<file path="src/rtl/wrx_pkg.sv">
package wrx_pkg;

    typedef enum logic [1:0] {
        XM_REG_LOAD   = 2'd0,
        XM_REG_STORE  = 2'd1,
        XM_MASK_LOAD  = 2'd2,
        XM_MASK_STORE = 2'd3
    } xfer_mode_e;

    typedef enum logic {
        SQ_IDLE = 1'b0,
        SQ_RUN  = 1'b1
    } seq_state_e;

    function automatic logic mode_is_mask(xfer_mode_e m);
        return (m == XM_MASK_LOAD) || (m == XM_MASK_STORE);
    endfunction

    // Field counts 1, 2, 4 and 8 only
    function automatic logic nf_code_ok(logic [2:0] c);
        return (c == 3'd0) || (c == 3'd1) || (c == 3'd3) || (c == 3'd7);
    endfunction

endpackage

</file>
<file path="src/rtl/wrx_plan.sv">
// Decodes a start command into element size, per-register count,
// total element count and the resume position.
module wrx_plan
    import wrx_pkg::*;
#(
    parameter int VLENB_LOG2 = 4,
    parameter int SLOT_W     = 4,
    parameter int VS_W       = 16,
    parameter int ADDR_W     = 32,
    parameter int REG_W      = 5
) (
    input  xfer_mode_e          mode_i,
    input  logic [2:0]          nf_code_i,
    input  logic [1:0]          eew_code_i,
    input  logic [ADDR_W-1:0]   base_addr_i,
    input  logic [REG_W-1:0]    base_reg_i,
    input  logic [VS_W-1:0]     vstart_i,
    input  logic [VS_W-1:0]     vl_i,
    output logic                legal_o,
    output logic                misalign_o,
    output logic                empty_o,
    output logic                mask_o,
    output logic [1:0]          size_o,
    output logic [7:0]          epr_log2_o,
    output logic [VS_W:0]       total_o,
    output logic [REG_W-1:0]    first_reg_o,
    output logic [SLOT_W-1:0]   first_slot_o
);

    logic [3:0]       nf_count;
    logic [2:0]       align_bits;
    logic [VS_W-1:0]  slot_mask;

    always_comb begin
        mask_o   = mode_is_mask(mode_i);
        size_o   = (mode_i == XM_REG_LOAD) ? eew_code_i : 2'd0;
        legal_o  = mask_o || nf_code_ok(nf_code_i);
        nf_count = {1'b0, nf_code_i} + 4'd1;

        epr_log2_o = 8'(VLENB_LOG2) - {6'd0, size_o};

        if (mask_o) begin
            total_o = ({1'b0, vl_i} + (VS_W+1)'(7)) >> 3;
        end else begin
            total_o = (VS_W+1)'(nf_count) << epr_log2_o;
        end

        empty_o = ({1'b0, vstart_i} >= total_o);

        case (size_o)
            2'd0:    align_bits = 3'b000;
            2'd1:    align_bits = 3'b001;
            2'd2:    align_bits = 3'b011;
            default: align_bits = 3'b111;
        endcase
        misalign_o = |(base_addr_i[2:0] & align_bits);

        slot_mask = (VS_W'(1) << epr_log2_o) - VS_W'(1);
        if (mask_o) begin
            first_reg_o  = base_reg_i;
            first_slot_o = SLOT_W'(vstart_i);
        end else begin
            first_reg_o  = base_reg_i + REG_W'(vstart_i >> epr_log2_o);
            first_slot_o = SLOT_W'(vstart_i & slot_mask);
        end
    end

endmodule

</file>
<file path="src/rtl/wrx_addr.sv">
// Byte address of global element k: base + k * 2^size.
module wrx_addr #(
    parameter int ADDR_W = 32,
    parameter int VS_W   = 16
) (
    input  logic [ADDR_W-1:0] base_i,
    input  logic [VS_W-1:0]   k_i,
    input  logic [1:0]        size_i,
    output logic [ADDR_W-1:0] addr_o
);

    logic [ADDR_W-1:0] k_ext;

    generate
        if (ADDR_W >= VS_W) begin : g_wide
            assign k_ext = ADDR_W'(k_i);
        end else begin : g_narrow
            assign k_ext = k_i[ADDR_W-1:0];
        end
    endgenerate

    always_comb begin
        addr_o = base_i + (k_ext << size_i);
    end

endmodule

</file>
<file path="src/rtl/wrx_step.sv">
// Advances the slot and register pair by one element.
module wrx_step #(
    parameter int SLOT_W = 4,
    parameter int REG_W  = 5
) (
    input  logic [SLOT_W-1:0] slot_i,
    input  logic [REG_W-1:0]  reg_i,
    input  logic [7:0]        epr_log2_i,
    output logic [SLOT_W-1:0] slot_o,
    output logic [REG_W-1:0]  reg_o
);

    logic [SLOT_W:0] epr_cnt;
    logic [SLOT_W:0] slot_inc;

    always_comb begin
        epr_cnt  = (SLOT_W+1)'(1) << epr_log2_i;
        slot_inc = {1'b0, slot_i} + (SLOT_W+1)'(1);
        if (slot_inc == epr_cnt) begin
            slot_o = '0;
            reg_o  = reg_i + REG_W'(1);
        end else begin
            slot_o = slot_inc[SLOT_W-1:0];
            reg_o  = reg_i;
        end
    end

endmodule

</file>
<file path="src/rtl/wreg_xfer_seq.sv">
module wreg_xfer_seq
    import wrx_pkg::*;
#(
    parameter  int VLEN       = 128,
    parameter  int ADDR_W     = 32,
    parameter  int VS_W       = 16,
    localparam int REG_W      = 5,
    localparam int VLENB      = VLEN / 8,
    localparam int VLENB_LOG2 = $clog2(VLENB),
    localparam int SLOT_W     = (VLENB_LOG2 < 1) ? 1 : VLENB_LOG2
) (
    input  logic              clk,
    input  logic              rst_n,
    input  logic              start_i,
    input  logic [1:0]        mode_i,
    input  logic [2:0]        nf_code_i,
    input  logic [1:0]        eew_code_i,
    input  logic [ADDR_W-1:0] base_addr_i,
    input  logic [REG_W-1:0]  base_reg_i,
    input  logic [VS_W-1:0]   vstart_i,
    input  logic [VS_W-1:0]   vl_i,
    output logic              busy_o,
    output logic              req_valid_o,
    input  logic              req_ready_i,
    input  logic              req_fault_i,
    output logic [ADDR_W-1:0] req_addr_o,
    output logic [REG_W-1:0]  req_reg_o,
    output logic [SLOT_W-1:0] req_slot_o,
    output logic [1:0]        req_size_o,
    output logic [VS_W-1:0]   vstart_o,
    output logic              done_o,
    output logic              fault_o,
    output logic              illegal_o
);

    typedef struct packed {
        seq_state_e          state;
        logic [1:0]          size;
        logic [7:0]          epr_log2;
        logic [VS_W:0]       total;
        logic [ADDR_W-1:0]   base;
        logic [REG_W-1:0]    rnum;
        logic [SLOT_W-1:0]   slot;
        logic [VS_W-1:0]     k;
        logic                done;
        logic                fault;
        logic                illegal;
    } seq_t;

    seq_t seq_d, seq_q;

    logic              p_legal, p_misalign, p_empty, p_mask;
    logic [1:0]        p_size;
    logic [7:0]        p_epr_log2;
    logic [VS_W:0]     p_total;
    logic [REG_W-1:0]  p_reg;
    logic [SLOT_W-1:0] p_slot;
    logic [SLOT_W-1:0] nx_slot;
    logic [REG_W-1:0]  nx_reg;
    logic [ADDR_W-1:0] cur_addr;

    wrx_plan #(
        .VLENB_LOG2 (VLENB_LOG2),
        .SLOT_W     (SLOT_W),
        .VS_W       (VS_W),
        .ADDR_W     (ADDR_W),
        .REG_W      (REG_W)
    ) u_plan (
        .mode_i       (xfer_mode_e'(mode_i)),
        .nf_code_i    (nf_code_i),
        .eew_code_i   (eew_code_i),
        .base_addr_i  (base_addr_i),
        .base_reg_i   (base_reg_i),
        .vstart_i     (vstart_i),
        .vl_i         (vl_i),
        .legal_o      (p_legal),
        .misalign_o   (p_misalign),
        .empty_o      (p_empty),
        .mask_o       (p_mask),
        .size_o       (p_size),
        .epr_log2_o   (p_epr_log2),
        .total_o      (p_total),
        .first_reg_o  (p_reg),
        .first_slot_o (p_slot)
    );

    wrx_step #(
        .SLOT_W (SLOT_W),
        .REG_W  (REG_W)
    ) u_step (
        .slot_i     (seq_q.slot),
        .reg_i      (seq_q.rnum),
        .epr_log2_i (seq_q.epr_log2),
        .slot_o     (nx_slot),
        .reg_o      (nx_reg)
    );

    wrx_addr #(
        .ADDR_W (ADDR_W),
        .VS_W   (VS_W)
    ) u_addr (
        .base_i (seq_q.base),
        .k_i    (seq_q.k),
        .size_i (seq_q.size),
        .addr_o (cur_addr)
    );

    always_comb begin
        seq_d         = seq_q;
        seq_d.done    = 1'b0;
        seq_d.fault   = 1'b0;
        seq_d.illegal = 1'b0;

        case (seq_q.state)
            SQ_IDLE: begin
                if (start_i) begin
                    if (!p_legal) begin
                        seq_d.illegal = 1'b1;
                    end else if (p_empty) begin
                        seq_d.done = 1'b1;
                        seq_d.k    = '0;
                    end else if (p_misalign) begin
                        seq_d.fault = 1'b1;
                        seq_d.k     = vstart_i;
                    end else begin
                        seq_d.state    = SQ_RUN;
                        seq_d.size     = p_size;
                        seq_d.epr_log2 = p_mask ? 8'(VLENB_LOG2) : p_epr_log2;
                        seq_d.total    = p_total;
                        seq_d.base     = base_addr_i;
                        seq_d.rnum     = p_reg;
                        seq_d.slot     = p_slot;
                        seq_d.k        = vstart_i;
                    end
                end
            end
            default: begin
                if (req_ready_i) begin
                    if (req_fault_i) begin
                        seq_d.fault = 1'b1;
                        seq_d.state = SQ_IDLE;
                    end else if (({1'b0, seq_q.k} + (VS_W+1)'(1)) == seq_q.total) begin
                        seq_d.done  = 1'b1;
                        seq_d.k     = '0;
                        seq_d.state = SQ_IDLE;
                    end else begin
                        seq_d.k    = seq_q.k + VS_W'(1);
                        seq_d.slot = nx_slot;
                        seq_d.rnum = nx_reg;
                    end
                end
            end
        endcase
    end

    always_ff @(posedge clk or negedge rst_n) begin
        if (!rst_n) begin
            seq_q <= '0;
        end else begin
            seq_q <= seq_d;
        end
    end

    assign busy_o      = (seq_q.state == SQ_RUN);
    assign req_valid_o = (seq_q.state == SQ_RUN);
    assign req_addr_o  = cur_addr;
    assign req_reg_o   = seq_q.rnum;
    assign req_slot_o  = seq_q.slot;
    assign req_size_o  = seq_q.size;
    assign vstart_o    = seq_q.k;
    assign done_o      = seq_q.done;
    assign fault_o     = seq_q.fault;
    assign illegal_o   = seq_q.illegal;

endmodule

</file>
<file path="config.mk">
export PLATFORM = sky130hd
export DESIGN_NAME = wreg_xfer_seq
export DESIGN_NICKNAME = d
export VERILOG_FILES = /design/src/rtl/wrx_pkg.sv /design/src/rtl/wrx_plan.sv /design/src/rtl/wrx_addr.sv /design/src/rtl/wrx_step.sv /design/src/rtl/wreg_xfer_seq.sv
export SDC_FILE = /design/constraint.sdc
export NUM_CORES = 1
export LEC_CHECK = 0
export BUFFER_PORTS_ARGS = -buffer_cell sky130_fd_sc_hd__buf_4
export CORE_MARGIN = 4
export CORE_UTILIZATION = 57
export DETAILED_ROUTE_END_ITERATION = 8
export PLACE_DENSITY_LB_ADDON = 0.05
export SLEW_MARGIN = 30
export SYNTH_ARGS = -nofsm -noshare
export SYNTH_HDL_FRONTEND = slang
export SYNTH_SLANG_ARGS = --single-unit
</file>
<file path="constraint.sdc">
create_clock -name clk -period 4.55 [get_ports clk]
set_clock_uncertainty 0.05 [all_clocks]
set_input_delay 0 -clock clk [delete_from_list [all_inputs] [get_ports clk]]
set_output_delay 0 -clock clk [all_outputs]
set_load 0.05 [all_outputs]
</file>
==> metrics.txt, run 1 <==
status=complete, no violations; Syn Std Cell Area=around 7200 sq um; Tcrit/Tclk final=0.929; buffers inserted during post-CTS setup optimization=0; primary flip-flop cell chosen by synthesis mapping=sky130_fd_sc_hd__dfrtp_1; biggest fanout along the worst timing path=17; Clk Latency, worst-skew pair=about 0.35 ns; Setup Crit Path Kind=input pin to flop; mean post-synth cell area=roughly 8 sq um; final setup vio count=0; width of the die=120 um; data required time at the worst endpoint=roughly 4.7 ns; net count reported at finish=approximately 1200; min cycle time layout=between 4 and 5 ns; layout-stage area growth over the synthesis result=27.5%; number of antenna violations at the first check in global routing=0; aggregate routed wire length=around 23000 um; die height=between 100 and 150 um; cell at the slowest stage of the critical path=sky130_fd_sc_hd__dlygate4sd3_1; worst path bufs/invs=5; synthesized netlist cell count=roughly 900; fmax=approximately 0.24 GHz; largest net degree at the start of global routing=around 80; final antenna diode count=0; number of detailed-routing iterations run before antenna repair=5; Iteration-0 DRC Markers=between 600 and 700; HPWL after detailed placement=roughly 16000 um; total number of clock tree sinks=80; number of design rule violations left after detail routing=0; RD Place Congestion=around 0.91; total placed instance area=8250 sq um; Maximum Capacitance Violations=0; synthesized netlist net count=about 1000; area of all placed cells without fillers=between 9000 and 10000 sq um; CTS max path bufs=2; cell types with the largest area share after synthesis=sky130_fd_sc_hd__dfrtp_1 28%, sky130_fd_sc_hd__nand2_1 9.2%, sky130_fd_sc_hd__ha_1 7.8%, sky130_fd_sc_hd__mux4_2 4.4%, sky130_fd_sc_hd__xnor2_1 4.3%; Clock transition at path regs=about 0.070 ns; kind of cell adding the most delay to the critical path=buffers and inverters; Core Util, Final=0.754; Clock H-tree levels=3; share of async-settable or async-resettable flops after synthesis=1.00; core region area=12200 sq um; maximum vdd ir drop=between 0.2 and 0.25 mV; class of the most critical hold timing path=input pin to flop; Synth top area share=0.279; most frequent cells in the layout=177 x sky130_fd_sc_hd__nand2_1, 163 x sky130_fd_sc_hd__buf_4, 78 x sky130_fd_sc_hd__dfrtp_1; DRT antenna net count=0; share of the yosys chip area belonging to registers=0.279; # rows=40; CTS Buf Count=9; number of pins exceeding their max-slew limit in the final report=0; most used cell, CP=sky130_fd_sc_hd__buf_4; count of distinct cell types in the synthesized netlist=between 70 and 80; total of flip-flops plus latches after synthesis=80; number of I/O port buffers=between 100 and 150; worst slew margin relative to its limit=0.334; clock root cell=sky130_fd_sc_hd__clkbuf_16; worst hold slack=around 0.0067 ns; all-layer global routing usage=0.314; leading cell type in the layout, fill and taps excluded=sky130_fd_sc_hd__nand2_1; Leakage Power=about 4.4 nW; grt total ovfl=0; top-level I/O count=about 150; Worst setup EP type=flop; routed length per placed instance=roughly 19 um; TritonCTS clock tree=built; total number of vias=~7400; peak per-stage delay on the critical path=0.56 ns; Vias/cell=6.10; setup repair after global routing missed its margin=no; wire length of the first global-routing pass=36800 um; Least-Margin Pin Slew=0.995 ns; number of hold violations in the final report=0; Synthesis Warnings=0; cell breakdown of the critical path=dlygate4sd3_1 > buf_4 > nand2_1 > ha_1 > buf_4 > or3_1 > o32ai_1 > ha_1 > nand2b_1 > a2111oi_0 > or4_1 > a22oi_1 > nor2_1 > buf_4 > a32o_1 > dlygate4sd3_1; biggest area consumer among synthesized cells=sky130_fd_sc_hd__dfrtp_1; count of flip-flops with a built-in enable after synthesis=0; die area=about 14000 sq um; Critical Path Start Type=input pin; power density over the cells=roughly 440 nW/um^2; signal arrival time at the worst endpoint=between 4 and 5 ns; share of layout cells above drive strength 1=0.209; initial core utilization=0.591; number of global-route vias before repair=~7500; Sum Neg Setup Slack=0 ns
[where the power goes]
group	internal, mW	switching [mW]
Clock	0.493	0.343
Combinational	0.776	1.34
Sequential	0.886	0.218
Total	2.16	1.90
[kinds of logic (layout without fill, tap and decap cells)]
logic type	after synthesis	after routing	share of synthesized area
AND/OR/NAND/NOR	354	354	0.231
AO/OA/AOI/OAI	206	206	0.193
buffers and inverters	96	258	0.0695
flip-flops	80	80	0.279
XOR/XNOR	57	57	0.0695
adder cells (fa/ha/maj)	47	47	0.0839
multiplexers	35	35	0.0740
[worst paths after layout]
check / depth (start not counted) / from / slack (ns) / to
min in group asynchronous: 2 / rst_n / 0.18 / seq_q[36]$_DFFE_PN0P_
setup reg to reg: 10 / vstart_o[1]$_DFFE_PN0P_ / 0.59 / req_reg_o[1]$_DFFE_PN0P_
hold reg to reg: 2 / seq_q[31]$_DFFE_PN0P_ / 0.44 / seq_q[31]$_DFFE_PN0P_
setup / recovery: 16 / eew_code_i[0] / 0.33 / fault_o$_DFF_PN0_
max in group asynchronous: 2 / rst_n / 3.64 / req_size_o[0]$_DFFE_PN0P_
hold / removal: 4 / mode_i[0] / 0.007 / req_size_o[0]$_DFFE_PN0P_
[flip-flops by register name (all words and copies together) (netlist names)]
| register | flops |
|---|---|
| req_slot_o | 4 |
| busy_o | 1 |
| seq_q | 49 |
| done_o | 1 |
| illegal_o | 1 |
| req_reg_o | 5 |
| fault_o | 1 |
| vstart_o | 16 |
| req_size_o | 2 |
[layer usage]
layer	routed length [um]	GRT usage	vias up
li1	-	-	3428
met1	9050	0.385	3536
met2	11300	0.545	321
met3	1550	0.0627	67
met4	785	0.121	0
met5	0	0	-
[final cells by class]
cell class                      count  area [sq um]
Sequential cell                    80          2000
Timing Repair Buffer              224          1860
Fill cell                         926          3000
Inverter                           18          67.6
Clock inverter                      7           106
Clock buffer                        9           225
Tap cell                          168           210
Multi-Input combinational cell    699          4700
[what timing repair did]
action / in CTS / in global routing
setup endpoints to repair: 0 / 8
endpoints found under the hold margin: 136 / 0
gates resized for setup: 0 / 2
hold buffers: 58 / 0
[worst min-delay path: cells and delay by family]
kind | cells | cell delay, ns
simple gates | 2 | 0.18
compound gates | 1 | 0.11
buf+inv | 1 | 0.07
[metrics by stage]
step / power [mW] / setup WS [ns] / std cells
floorplan: 2.61 / 0.432 / 875
global placement: 3.11 / 0.572 / 1131
detailed placement: 3.16 / 0.406 / 1131
CTS: 4.04 / 0.263 / 1205
global route: 4.26 / 0.0650 / 1205
finish: 4.06 / 0.325 / 1205
[synth_stat cells, types with 4 or more instances]
library cell / n
sky130_fd_sc_hd__ha_1: 45
sky130_fd_sc_hd__mux2i_1: 16
sky130_fd_sc_hd__a211oi_1: 6
sky130_fd_sc_hd__nand3_1: 26
sky130_fd_sc_hd__nor2b_1: 9
sky130_fd_sc_hd__buf_1: 5
sky130_fd_sc_hd__o21ai_0: 59
sky130_fd_sc_hd__mux2_2: 5
sky130_fd_sc_hd__mux4_2: 14
sky130_fd_sc_hd__a21oi_1: 42
sky130_fd_sc_hd__and2_1: 5
sky130_fd_sc_hd__and3_1: 10
sky130_fd_sc_hd__and4_1: 4
sky130_fd_sc_hd__a221o_1: 10
sky130_fd_sc_hd__a21o_1: 19
sky130_fd_sc_hd__nor4_1: 5
sky130_fd_sc_hd__a22oi_1: 7
sky130_fd_sc_hd__buf_2: 7
sky130_fd_sc_hd__clkbuf_1: 32
sky130_fd_sc_hd__a31oi_1: 6
sky130_fd_sc_hd__or3_1: 4
sky130_fd_sc_hd__xor2_1: 22
sky130_fd_sc_hd__dfrtp_1: 80
sky130_fd_sc_hd__nor3b_1: 4
sky130_fd_sc_hd__nand2b_1: 14
sky130_fd_sc_hd__nand2_1: 177
sky130_fd_sc_hd__o21a_1: 8
sky130_fd_sc_hd__xnor2_1: 35
sky130_fd_sc_hd__nand4_1: 15
sky130_fd_sc_hd__nor3_1: 20
sky130_fd_sc_hd__inv_1: 17
sky130_fd_sc_hd__nor2_1: 45
sky130_fd_sc_hd__buf_4: 30
Note: power is estimated with default switching activity, not from simulation.
==> run 2: changes to the inputs <==
- ABC_AREA: default -> 1
==> run 2 against run 1 <==
  * Core utilization decreased by 2.5 points
  * Final cell count increased by 22%
  * Worst setup slack improved by 0.22 ns
  * Sequential power increased by 4%
  * Die area increased by 3.5%
  * Synthesized area increased by 3.8%
  * Power increased by 21%
  * Worst hold slack improved by 0.00066 ns
  * Count of clock-buffer cells in the layout increased by 1
  * Critical endpoint is now busy_o$_DFF_PN0_
  * Largest power group unchanged
==> metrics.txt, run 2 <==
status=complete, no violations; cell with the most instances after synthesis=sky130_fd_sc_hd__nand2_1; synthesized netlist cell count=roughly 1100; share of layout cells above drive strength 1=0.144; CTS Buf Count=9; synthesized netlist net count=between 1000 and 1500; final setup vio count=0; sw power=approximately 2.6 mW; aggregate routed wire length=22800 um; number of antenna violations at the first check in global routing=0; Maximum Capacitance Violations=0; count of flip-flops with a built-in enable after synthesis=0; clock network power share=0.145; buffers inserted during post-CTS setup optimization=0; least setup slack across all paths after layout=~0.54 ns; Tcrit/Tclk final=0.880; largest net degree at the start of global routing=60; total number of clock tree sinks=80; maximum vdd ir drop=0.282 mV; hold buffers post-CTS=50; fraction of power consumed by combinational cells=0.622; Iteration-0 DRC Markers=approximately 790; post-route total power=around 4.9 mW; Syn Std Cell Area=approximately 7500 sq um; # rows=41; RD Place Congestion=roughly 0.95; CTS max path bufs=2; signal arrival time at the worst endpoint=4.18 ns; cell types with the largest area share after synthesis=sky130_fd_sc_hd__dfrtp_1 27%, sky130_fd_sc_hd__nand2_1 19%, sky130_fd_sc_hd__ha_1 7.5%, sky130_fd_sc_hd__inv_1 6.7%, sky130_fd_sc_hd__o21ai_0 5.7%; HPWL after detailed placement=approximately 17000 um; TritonCTS clock tree=built; primary flip-flop cell chosen by synthesis mapping=sky130_fd_sc_hd__dfrtp_1; number of hold violations in the final report=0; number of I/O port buffers=between 100 and 150; initial core utilization=0.586; final antenna diode count=0; number of global-route vias before repair=~7600; flip-flop count of the largest register, all copies and words added=49; total number of vias=between 8000 and 9000; Switching Fraction=0.529; Synthesis Warnings=0; biggest area consumer among synthesized cells=sky130_fd_sc_hd__dfrtp_1; setup repair after global routing missed its margin=no; die height=roughly 120 um; wire length of the first global-routing pass=around 37000 um; Clock transition at path regs=about 0.06 ns; share of async-settable or async-resettable flops after synthesis=1.00; Clock H-tree levels=3; Clk Latency, worst-skew pair=around 0.35 ns; total placed instance area=8480 sq um; post-cts gate resize count=0; area of all placed cells without fillers=around 9300 sq um; top-level I/O count=about 150; top register by number of flip-flops=seq_q; most frequent cells in the layout=375 x sky130_fd_sc_hd__nand2_1, 149 x sky130_fd_sc_hd__buf_4, 133 x sky130_fd_sc_hd__inv_1; peak per-stage delay on the critical path=0.58 ns; total of flip-flops plus latches after synthesis=80; worst hold slack=between 0.007 and 0.008 ns; Critical Path Start Type=input pin; width of the die=122 um; Sum Neg Setup Slack=0 ns; Reg power frac=0.233; clock root cell=sky130_fd_sc_hd__clkbuf_16; Leakage Power=between 4 and 5 nW; most used cell, CP=sky130_fd_sc_hd__inv_1; Setup Crit Path Kind=input pin to flop; number of design rule violations left after detail routing=0; count of distinct cell types in the synthesized netlist=45; cell breakdown of the critical path=buf_4 > nor2_1 > nand2_1 > ha_1 > inv_1 > nor2_1 > inv_1 > o22ai_1 > inv_1 > ha_1 > nand2_1 > nor3_1 > nand4_1 > nand4_1 > inv_1 > nand2_1 > buf_4 > o211ai_1 > dlygate4sd3_1; placed cell count=1405; routed length per placed instance=15.5 um; Vias/cell=5.48; cell at the slowest stage of the critical path=sky130_fd_sc_hd__dlygate4sd3_1; grt total ovfl=0; all-layer global routing usage=0.309; Least-Margin Pin Slew=about 0.82 ns; die area=15000 sq um; leading cell type in the layout, fill and taps excluded=sky130_fd_sc_hd__nand2_1; mean post-synth cell area=~6.5 sq um; number of detailed-routing iterations run before antenna repair=5; layout-stage area growth over the synthesis result=24.3%; share of the yosys chip area belonging to registers=0.268; min cycle time layout=4.01 ns; class of the most critical hold timing path=input pin to flop; Core Util, Final=0.729; Synth top area share=0.268; worst path bufs/invs=7; biggest fanout along the worst timing path=38; core region area=12700 sq um; kind of cell adding the most delay to the critical path=buffers and inverters; worst slew margin relative to its limit=0.453; number of pins exceeding their max-slew limit in the final report=0; net count reported at finish=~1400; DRT antenna net count=0; Placement Setup Slack=about 0.71 ns; Worst setup EP type=flop; data required time at the worst endpoint=around 4.7 ns; internal power=between 2 and 2.5 mW; most frequent cells after synthesis=375 x sky130_fd_sc_hd__nand2_1, 133 x sky130_fd_sc_hd__inv_1, 85 x sky130_fd_sc_hd__o21ai_0, 80 x sky130_fd_sc_hd__dfrtp_1, 75 x sky130_fd_sc_hd__nand3_1; Final Non-Filler Cells=approximately 1500; power density over the cells=between 500 and 600 nW/um^2; fmax=0.250 GHz
run 2: metal layers:
layer | GRT usage | share of wire | vias to the layer above
li1 | - | - | 3992
met1 | 0.406 | 0.43 | 3676
met2 | 0.516 | 0.48 | 331
met3 | 0.0553 | 0.068 | 53
met4 | 0.105 | 0.027 | 0
met5 | 0 | 0 | -
run 2: cells by family (layout without fill, tap and decap cells):
logic type	after synthesis	in the layout	share of synthesized area
flip-flops	80	80	0.268
buffers and inverters	192	351	0.113
XOR/XNOR	47	47	0.0552
AND/OR/NAND/NOR	586	586	0.333
adder cells (fa/ha/maj)	47	47	0.0808
multiplexers	13	13	0.0174
AO/OA/AOI/OAI	174	174	0.132
run 2: final timing paths:
check | startpoint | to | slack, ns | cells past startpoint
worst max-delay path | mode_i[1] | busy_o$_DFF_PN0_ | 0.54 | 19
worst min register to register | seq_q[37]$_DFFE_PN0P_ | seq_q[37]$_DFFE_PN0P_ | 0.43 | 2
min in group asynchronous | rst_n | seq_q[73]$_DFFE_PN0P_ | 0.03 | 2
worst min-delay path | vl_i[15] | seq_q[72]$_DFFE_PN0P_ | 0.007 | 4
max in group asynchronous | rst_n | seq_q[51]$_DFFE_PN0P_ | 3.36 | 3
worst max register to register | vstart_o[0]$_DFFE_PN0P_ | busy_o$_DFF_PN0_ | 1.50 | 13
run 2: area by class of cell:
type,count,area [sq um]
Sequential cell,80,2000
Timing Repair Buffer,200,1640
Clock buffer,10,229
Multi-Input combinational cell,867,4620
Fill cell,1100,3450
Inverter,136,510
Clock inverter,5,58.8
Tap cell,172,215
run 2: power by group through the flow:
stage	sequential (mW)	clock, mW	combinational (mW)
floorplan	1.06	0	2.30
global placement	1.14	0	2.95
detailed placement	1.15	0	2.98
CTS	1.14	0.717	3.03
global route	1.17	0.750	3.29
finish	1.14	0.710	3.05
run 2: worst min-delay path, cell delays in order:
cell and delay (ns):
sky130_fd_sc_hd__buf_4 0.09, sky130_fd_sc_hd__nand2_1 0.06, sky130_fd_sc_hd__nand3_1 0.11, sky130_fd_sc_hd__o21ai_0 0.09
